--- config.mk ---
export PLATFORM = sky130hd
export DESIGN_NAME = irq_aggregator
export DESIGN_NICKNAME = d
export VERILOG_FILES = /design/src/rtl/irq_agg_pkg.sv /design/src/rtl/irq_edge_sync.sv /design/src/rtl/irq_group_regs.sv /design/src/rtl/irq_route.sv /design/src/rtl/irq_aggregator.sv
export SDC_FILE = /design/constraint.sdc
export NUM_CORES = 1
export LEC_CHECK = 0
export BUFFER_PORTS_ARGS = -buffer_cell sky130_fd_sc_hd__clkbuf_2
export CAP_MARGIN = 20
export CORE_UTILIZATION = 49
export CTS_CLUSTER_SIZE = 25
export DETAILED_ROUTE_END_ITERATION = 12
export PLACE_DENSITY_LB_ADDON = 0.15
export SYNTH_ARGS = -nofsm -noshare
export SYNTH_HDL_FRONTEND = slang
export SYNTH_SLANG_ARGS = --single-unit
export TNS_END_PERCENT = 30
--- constraint.sdc ---
create_clock -name clk -period 4.7 [get_ports clk]
set_input_delay 0.705 -clock clk [delete_from_list [all_inputs] [get_ports clk]]
set_output_delay 0.705 -clock clk [all_outputs]
set_load 0.01 [all_outputs]
--- src/rtl/irq_agg_pkg.sv ---
package irq_agg_pkg;
  localparam int GROUP_STRIDE = 20;
  localparam int OFS_STATUS   = 0;
  localparam int OFS_SET_EN   = 4;
  localparam int OFS_CLR_EN   = 8;
  localparam int OFS_RESULT   = 12;
  localparam int OFS_RSVD     = 16;
  localparam int BUS_DATA_W   = 32;

  typedef struct packed {
    logic wr_status;
    logic wr_set;
    logic wr_clr;
  } grp_wr_t;
endpackage

--- src/rtl/irq_edge_sync.sv ---
module irq_edge_sync #(
  parameter int WIDTH = 32
) (
  input  logic             clk,
  input  logic             rst_n,
  input  logic [WIDTH-1:0] async_in,
  output logic [WIDTH-1:0] rise
);
  logic [WIDTH-1:0] meta_q, sync_q, prev_q;

  always_ff @(posedge clk) begin
    if (!rst_n) begin
      meta_q <= '0;
      sync_q <= '0;
      prev_q <= '0;
    end else begin
      meta_q <= async_in;
      sync_q <= meta_q;
      prev_q <= sync_q;
    end
  end

  assign rise = sync_q & ~prev_q;


  single_pulse_chk: assert property (@(posedge clk) disable iff (!rst_n)
    ((rise & $past(rise)) == '0));
endmodule

--- src/rtl/irq_group_regs.sv ---
module irq_group_regs
  import irq_agg_pkg::*;
#(
  parameter int WIDTH = 32
) (
  input  logic             clk,
  input  logic             rst_n,
  input  logic [WIDTH-1:0] rise,
  input  grp_wr_t          wr,
  input  logic [WIDTH-1:0] wdata,
  output logic [WIDTH-1:0] status,
  output logic [WIDTH-1:0] enable
);
  logic [WIDTH-1:0] clr_mask;

  assign clr_mask = wr.wr_status ? wdata : '0;

  always_ff @(posedge clk) begin
    if (!rst_n) begin
      status <= '0;
      enable <= '0;
    end else begin
      status <= (status & ~clr_mask) | rise;
      if (wr.wr_set)
        enable <= enable | wdata;
      else if (wr.wr_clr)
        enable <= enable & ~wdata;
    end
  end


  edge_latch_chk: assert property (@(posedge clk) disable iff (!rst_n)
    ((status & $past(rise)) == $past(rise)));


  w1c_chk: assert property (@(posedge clk) disable iff (!rst_n)
    wr.wr_status |=> ((status & $past(wdata) & ~$past(rise)) == '0));


  set_en_chk: assert property (@(posedge clk) disable iff (!rst_n)
    wr.wr_set |=> ((enable & $past(wdata)) == $past(wdata)));


  clr_en_chk: assert property (@(posedge clk) disable iff (!rst_n)
    wr.wr_clr |=> ((enable & $past(wdata)) == '0));


  en_hold_chk: assert property (@(posedge clk) disable iff (!rst_n)
    !(wr.wr_set || wr.wr_clr) |=> $stable(enable));
endmodule

--- src/rtl/irq_route.sv ---
module irq_route #(
  parameter int NUM_GROUPS = 4,
  parameter int WIDTH      = 32
) (
  input  logic                        direct_mode,
  input  logic [NUM_GROUPS*WIDTH-1:0] result,
  output logic [NUM_GROUPS*WIDTH-1:0] irq_direct,
  output logic [NUM_GROUPS-1:0]       irq_group
);
  for (genvar g = 0; g < NUM_GROUPS; g++) begin : g_route
    logic [WIDTH-1:0] grp_res;
    assign grp_res = result[g*WIDTH +: WIDTH];
    assign irq_direct[g*WIDTH +: WIDTH] = direct_mode ? grp_res : '0;
    assign irq_group[g] = !direct_mode && (|grp_res);
  end
endmodule

--- src/rtl/irq_aggregator.sv ---
module irq_aggregator
  import irq_agg_pkg::*;
#(
  parameter int NUM_GROUPS    = 4,
  parameter int SRC_PER_GROUP = 32,
  parameter int ADDR_W        = 8
) (
  input  logic                                clk,
  input  logic                                rst_n,
  input  logic [NUM_GROUPS*SRC_PER_GROUP-1:0] src_in,
  input  logic                                bus_wr_en,
  input  logic                                bus_rd_en,
  input  logic [ADDR_W-1:0]                   bus_addr,
  input  logic [BUS_DATA_W-1:0]               bus_wdata,
  output logic [BUS_DATA_W-1:0]               bus_rdata,
  output logic                                bus_rd_valid,
  output logic [NUM_GROUPS*SRC_PER_GROUP-1:0] irq_direct,
  output logic [NUM_GROUPS-1:0]               irq_group
);
  localparam int W         = SRC_PER_GROUP;
  localparam int TOTAL     = NUM_GROUPS * W;
  localparam int CTRL_ADDR = NUM_GROUPS * GROUP_STRIDE;

  logic [TOTAL-1:0]           rise;
  logic [NUM_GROUPS-1:0][W-1:0] status_q, enable_q;
  logic [TOTAL-1:0]           result_flat;
  logic                       direct_mode;
  logic                       ctrl_wr;
  logic [BUS_DATA_W-1:0]      rd_next;

  irq_edge_sync #(.WIDTH(TOTAL)) u_sync (
    .clk(clk), .rst_n(rst_n), .async_in(src_in), .rise(rise)
  );

  for (genvar g = 0; g < NUM_GROUPS; g++) begin : g_grp
    localparam int BASE = g * GROUP_STRIDE;
    grp_wr_t wr;
    assign wr.wr_status = bus_wr_en && (bus_addr == ADDR_W'(BASE + OFS_STATUS));
    assign wr.wr_set    = bus_wr_en && (bus_addr == ADDR_W'(BASE + OFS_SET_EN));
    assign wr.wr_clr    = bus_wr_en && (bus_addr == ADDR_W'(BASE + OFS_CLR_EN));

    irq_group_regs #(.WIDTH(W)) u_regs (
      .clk(clk), .rst_n(rst_n),
      .rise(rise[g*W +: W]),
      .wr(wr),
      .wdata(bus_wdata[W-1:0]),
      .status(status_q[g]),
      .enable(enable_q[g])
    );
    assign result_flat[g*W +: W] = status_q[g] & enable_q[g];
  end

  assign ctrl_wr = bus_wr_en && (bus_addr == ADDR_W'(CTRL_ADDR));

  always_ff @(posedge clk) begin
    if (!rst_n) direct_mode <= 1'b0;
    else if (ctrl_wr) direct_mode <= bus_wdata[0];
  end

  always_comb begin
    rd_next = '0;
    for (int g = 0; g < NUM_GROUPS; g++) begin
      if (bus_addr == ADDR_W'(g*GROUP_STRIDE + OFS_STATUS))
        rd_next[W-1:0] = status_q[g];
      if (bus_addr == ADDR_W'(g*GROUP_STRIDE + OFS_SET_EN) ||
          bus_addr == ADDR_W'(g*GROUP_STRIDE + OFS_CLR_EN))
        rd_next[W-1:0] = enable_q[g];
      if (bus_addr == ADDR_W'(g*GROUP_STRIDE + OFS_RESULT))
        rd_next[W-1:0] = status_q[g] & enable_q[g];
    end
    if (bus_addr == ADDR_W'(CTRL_ADDR))
      rd_next[0] = direct_mode;
  end

  always_ff @(posedge clk) begin
    if (!rst_n) begin
      bus_rdata    <= '0;
      bus_rd_valid <= 1'b0;
    end else begin
      bus_rd_valid <= bus_rd_en;
      if (bus_rd_en) bus_rdata <= rd_next;
    end
  end

  irq_route #(.NUM_GROUPS(NUM_GROUPS), .WIDTH(W)) u_route (
    .direct_mode(direct_mode),
    .result(result_flat),
    .irq_direct(irq_direct),
    .irq_group(irq_group)
  );


  direct_route_chk: assert property (@(posedge clk) disable iff (!rst_n)
    direct_mode |-> (irq_direct == result_flat && irq_group == '0));


  group_route_chk: assert property (@(posedge clk) disable iff (!rst_n)
    !direct_mode |-> (irq_direct == '0 && (|irq_group) == (|result_flat)));


  ctrl_write_chk: assert property (@(posedge clk) disable iff (!rst_n)
    ctrl_wr |=> (direct_mode == $past(bus_wdata[0])));


  rd_valid_chk: assert property (@(posedge clk) disable iff (!rst_n)
    bus_rd_en |=> bus_rd_valid);


  rd_idle_chk: assert property (@(posedge clk) disable iff (!rst_n)
    !bus_rd_en |=> !bus_rd_valid);


  rsvd_read_chk: assert property (@(posedge clk) disable iff (!rst_n)
    (bus_rd_en && bus_addr == ADDR_W'(OFS_RSVD)) |=> (bus_rdata == '0));
endmodule

Word level (Yosys, flattened, before mapping)
Index checks and enable logic that the tools add are counted. Widths: inputs -> output; s select.

Register bits: 674. Logic and storage cells: 117.

Equality and inequality tests: 16. Multiplexer cells: 29. Bitwise operators: 27. Reductions and logical operators: 31.

Operators with widths (count): $mux 32 (28); $and 32x32->32 (12); $or 32x32->32 (8); $not 32->32 (5); $and 128x128->128 (1); $not 128->128 (1); $reduce_or 32->1 (4); $eq 8x6->1 const B (6); $eq 8x7->1 const B (4); $eq 8x5->1 const B (3); $logic_and 1x1->1 (17); $eq 8x4->1 const B (2); $eq 8x3->1 const B (1); $logic_not 8->1 (1); $reduce_bool 2->1 (4); $logic_or 1x1->1 (4); $logic_not 1->1 (1); $mux 1 (1).

Longest topological paths before layout
Depth after elaboration: 14. Gate-level depth with buffers: 10. Gate-level depth less buffers: 6.

Cells and area by module
A second synthesis with hierarchy kept.

Cell total of the unflattened synthesis: 3236. Area, all modules: 28952.8 um^2.

Modules (own cells, without submodules): irq_edge_sync (instances 1, cells each 938, area an instance 11098.1 um^2, sequential area each 7687.4 um^2); irq_group_regs (instances 4, cells each 275, area an instance 2536.2 um^2, sequential area each 1281.2 um^2); irq_aggregator (instances 1, cells each 1012, area an instance 6492.5 um^2, sequential area each 680.7 um^2); irq_route (instances 1, cells each 186, area an instance 1217.4 um^2, sequential area each 0.0 um^2).

Worst setup path before layout
OpenSTA, ideal clock, no wires.

Path type: input -> register. From: input port bus_addr[6]. To: register bus_rdata[26]. Arrival time: 2.368 ns. Data required time: 4.583 ns. Setup slack: 2.214 ns. Stages: 9. Cell sequence: buf_2 or3b_4 or3_1 buf_2 buf_6 o21ai_1 a22o_1 o22ai_1 a32o_1.

Longest elaborated chain between the ends: 13. Elaborated cells between the ends (all ways): 32. Classes of those cells: eq/ne: 15; mux: 12; reduce/logical: 5.

RTL lines: start: declaration (RTL line irq_aggregator.sv:13) `input logic [ADDR_W-1:0] bus_addr,`; $logic_not 8->1 (tied with other cells) (RTL line irq_aggregator.sv:63) `if (bus_addr == ADDR_W'(g*GROUP_STRIDE + OFS_STATUS))`; $mux 32 / $logic_or 1x1->1 (equally long branches) (RTL line irq_aggregator.sv:63, irq_aggregator.sv:65); $mux 32 (RTL line irq_aggregator.sv:65) `if (bus_addr == ADDR_W'(g*GROUP_STRIDE + OFS_SET_EN) ||`; $mux 32 (RTL line irq_aggregator.sv:68) `if (bus_addr == ADDR_W'(g*GROUP_STRIDE + OFS_RESULT))`; $mux 32 (RTL line irq_aggregator.sv:63); $mux 32 (RTL line irq_aggregator.sv:65); $mux 32 (RTL line irq_aggregator.sv:68); $mux 32 (RTL line irq_aggregator.sv:63); $mux 32 (RTL line irq_aggregator.sv:65); $mux 32 (RTL line irq_aggregator.sv:68); $mux 32 (RTL line irq_aggregator.sv:63); $mux 32 (RTL line irq_aggregator.sv:65); $mux 32 * (RTL line irq_aggregator.sv:68); end signal: assignment (RTL line irq_aggregator.sv:81) `if (bus_rd_en) bus_rdata <= rd_next;`; end: declaration (RTL line irq_aggregator.sv:15) `output logic [BUS_DATA_W-1:0] bus_rdata,`.

Mark *: on every way between the ends. The rest lies on a longest branch, timed or not. A chain may end at the register's enable or synchronous reset.

Final worst setup path
From: register g_grp[3].u_regs.status[23]. To: output port irq_group[3].

Longest elaborated chain between the ends: 3.

RTL lines: start: declaration (RTL line irq_group_regs.sv:11) `output logic [WIDTH-1:0] status,`; start signal: assignment (RTL line irq_group_regs.sv:23) `status <= (status & ~clr_mask) | rise;`; $and 32x32->32 (RTL line irq_aggregator.sv:50) `assign result_flat[g*W +: W] = status_q[g] & enable_q[g];`; $reduce_or 32->1 (RTL line irq_route.sv:14) `assign irq_group[g] = !direct_mode && (|grp_res);`; $logic_and 1x1->1 (RTL line irq_route.sv:14); end: declaration (RTL line irq_aggregator.sv:18) `output logic [NUM_GROUPS-1:0] irq_group`.

Every way passes these cells.

==> impl_metrics.ini <==
[run_status]
status = finished clean

[routing]
firstDrtPassIters = 6
drt-wirelength-per-cell_microns = 25.88
drc = 0
routed_via_density = 6.106
ant_nets = 0
totalWireLength_mm = 106.5
vias = 25120
drt_iter0_markers = 2955

[timing]
holdWs_ns = 0.2762
maxSlewHeadroom_pct = 23.07
tns_ns = 0
finalCritPeriodShare_pct = 74.71
setup_violations = 0
rsz0062_at_grt = no
hold_viol_final = 0
fmax_ghz = 0.2848
finalMaxSlewViolations = 0
period_needed_ns = 3.511
finalClockSkew_ns = 0.01888
tightest_slew_ns = 1.143

[die]
core_area_sq_um = 54030
dieArea_sq_um = 55780
start_util_pct = 49.74
pin_count = 337
chipHeight_microns = 236.2
die_w_microns = 236.2
rows = 85

[clock_network]
ctsResizeCount = 0
cts_setup_buffers = 0
cts_hold_buffers = 0
root_buffer = clkbuf_16
clock_path_buffers = 3
cts_tree = done
cts_htree_levels = 3
cts_sinks = 674
clk_latency_ns = 0.62
tritoncts.num_buffers = 70
path_clk_slew_ns = 0.06

[hold_path]
hp-start = src_in[86]
holdPathStages = 2
whs_endpoint = u_sync.meta_q[86]
min_path_type = input pin to register

[yosys]
synth_top_area_share_pct = 50.21
syn_inst = 3150
synth-seq-cells = 674
ys_types = 70
yosysMostFrequentCell = dfxtp_1
async_flop_share_pct = 0
dominantRegCellSynth = dfxtp_1
syn_area_per_cell_sq_um = 8.530
synth_area_sq_um = 26870
yosysSeqAreaShare_pct = 50.21
synth_nets = 3322
yosys_warnings = 0
netlist_top_cells_area = dfxtp_1 50%, and2_1 9.0%, a21oi_1 7.3%, nand2_1 3.9%, nor2_1 3.8%
synth_enable_flop_cells = 0
synthTopCellsByCount = 674 x dfxtp_1, 392 x a21oi_1, 387 x and2_1
yosysTopAreaCell = dfxtp_1

[placed_design]
hpwl_mm = 76.36
io_buffers = 336
finalWeightedCongestion = 1.010

[setup_path]
worstPathArrival_ns = 2.81
end_kind = primary output
worst_setup_path_start_kind = register
ff2ff_path_depth = 6
cp.required_ns = 3.99
r2r_slack_ns = 2.96
crit_fanout = 4
rr_endpoint = bus_rdata[21]
critical_path_class = register to primary output

[grt]
grt_usage_pct = 37.34
gr-total-overflow = 0
grt_util_met2_pct = 56.99
busiest_layer = met2
grt_use_met3_pct = 7.689
grt_pass1_vias = 23271
grt_pass1_wl_mm = 154.4
antenna_found_initial = 2
grt_max_degree = 113
met1_usage_pct = 50.45

[run]
maxCapViolations = 0

[cells_and_area]
layout-drive-gt1-share_pct = 15.84
areaGrowthSynthToFinish_pct = 16.36
nNetsFinal = 3534

[power_and_ir_drop]
p_per_area_nw_per_um2 = 400.6
power_uw = 12520
p_leak_uw = 0.01256
ir_worst_vdd_mv = 0.5058
how the worst max path moves through the flow:
stage / start / endpoint / slack (ns)
final: g_grp[3].u_regs.status[23] / irq_group[3] / 1.19
after global routing: g_grp[3].u_regs.status[23] / irq_group[3] / 1.20
after CTS: g_grp[3].u_regs.status[23] / irq_group[3] / 1.21
after detailed placement: bus_addr[2] / bus_rdata[14] / 1.16
after global placement: bus_addr[2] / bus_rdata[14] / 1.22
after floorplan: bus_addr[6] / bus_rdata[26] / 2.21
worst max-delay path, cell delays in order (launching register included):
cell and delay [ns]:
dfxtp_1 0.34, nand2_1 0.24, nand4_1 0.13, nor4_1 0.98, a41oi_1 0.28, clkbuf_2 0.20
layer usage:
metal | vias up | wire length (microns)
li1 | 11293 | -
met1 | 12091 | 43190
met2 | 1452 | 47230
met3 | 282 | 10570
met4 | 2 | 5452
met5 | - | 11
layout by cell type (no fill, tap or decap), drive strengths merged, types with 3 or more instances in the layout:
cell type	synthesis	layout
nor2	277	277
or2	4	4
nor3b	13	13
a22oi	51	51
mux2i	3	3
nor2b	159	159
a32oi	11	11
or4b	3	3
nand3b	3	3
a21oi	392	392
a211oi	32	32
nand2b	3	3
nand2	277	277
a311oi	64	64
and2	387	387
nand3	37	37
o22ai	52	52
and3	73	73
or4	3	3
a221oi	4	4
nand4	13	13
bufinv	0	5
a22o	14	14
nor3	13	13
a21o	27	27
buf	56	58
nor4b	4	4
dfxtp	674	674
clkbuf	197	432
o221ai	19	19
clkinvlp	0	4
inv	44	48
and4	3	3
o21ai	153	153
clkinv	1	17
a31oi	50	50
a32o	10	10
final cells by class:
cell class                      count  area (sq um)
Sequential cell                   674         13490
Multi-Input combinational cell   2178         12190
Tap cell                          696         870.8
Timing Repair Buffer              393          2150
Clock buffer                       97          2023
Antenna cell                        2         5.005
Fill cell                        4921         22760
Inverter                           45         173.9
Clock inverter                     29         361.6
power breakdown:
| group | leakage, uW | total (uW) | switching, uW | internal, uW |
|---|---|---|---|---|
| clock | 0.00117 | 5700 | 2380 | 3320 |
| sequential | 0.00552 | 6080 | 164 | 5920 |
| combinational | 0.00588 | 742 | 488 | 255 |
cell families (layout without fill, tap and decap cells):
group                  count (synthesis)  in the layout  synth area share (%)
AO/OA/AOI/OAI                        895            895                 20.21
buffers and inverters                298            564                 4.559
flip-flops                           674            674                 50.21
multiplexers                           3              3                0.1118
other                                  0              2                     0
AND/OR/NAND/NOR                     1280           1280                 24.91
stage by stage:
step,std cells,worst slack [ns],utilization (%),instance area [sq um]
floorplan,3150,2.214,-,26870
global route,4112,1.198,57.86,31260
finish,4114,1.189,57.87,31270
detailed placement,3984,1.163,53.39,28850
CTS,4110,1.210,57.80,31230
global placement,3984,1.219,53.39,28850
Note: power is estimated with default switching activity, not from simulation.
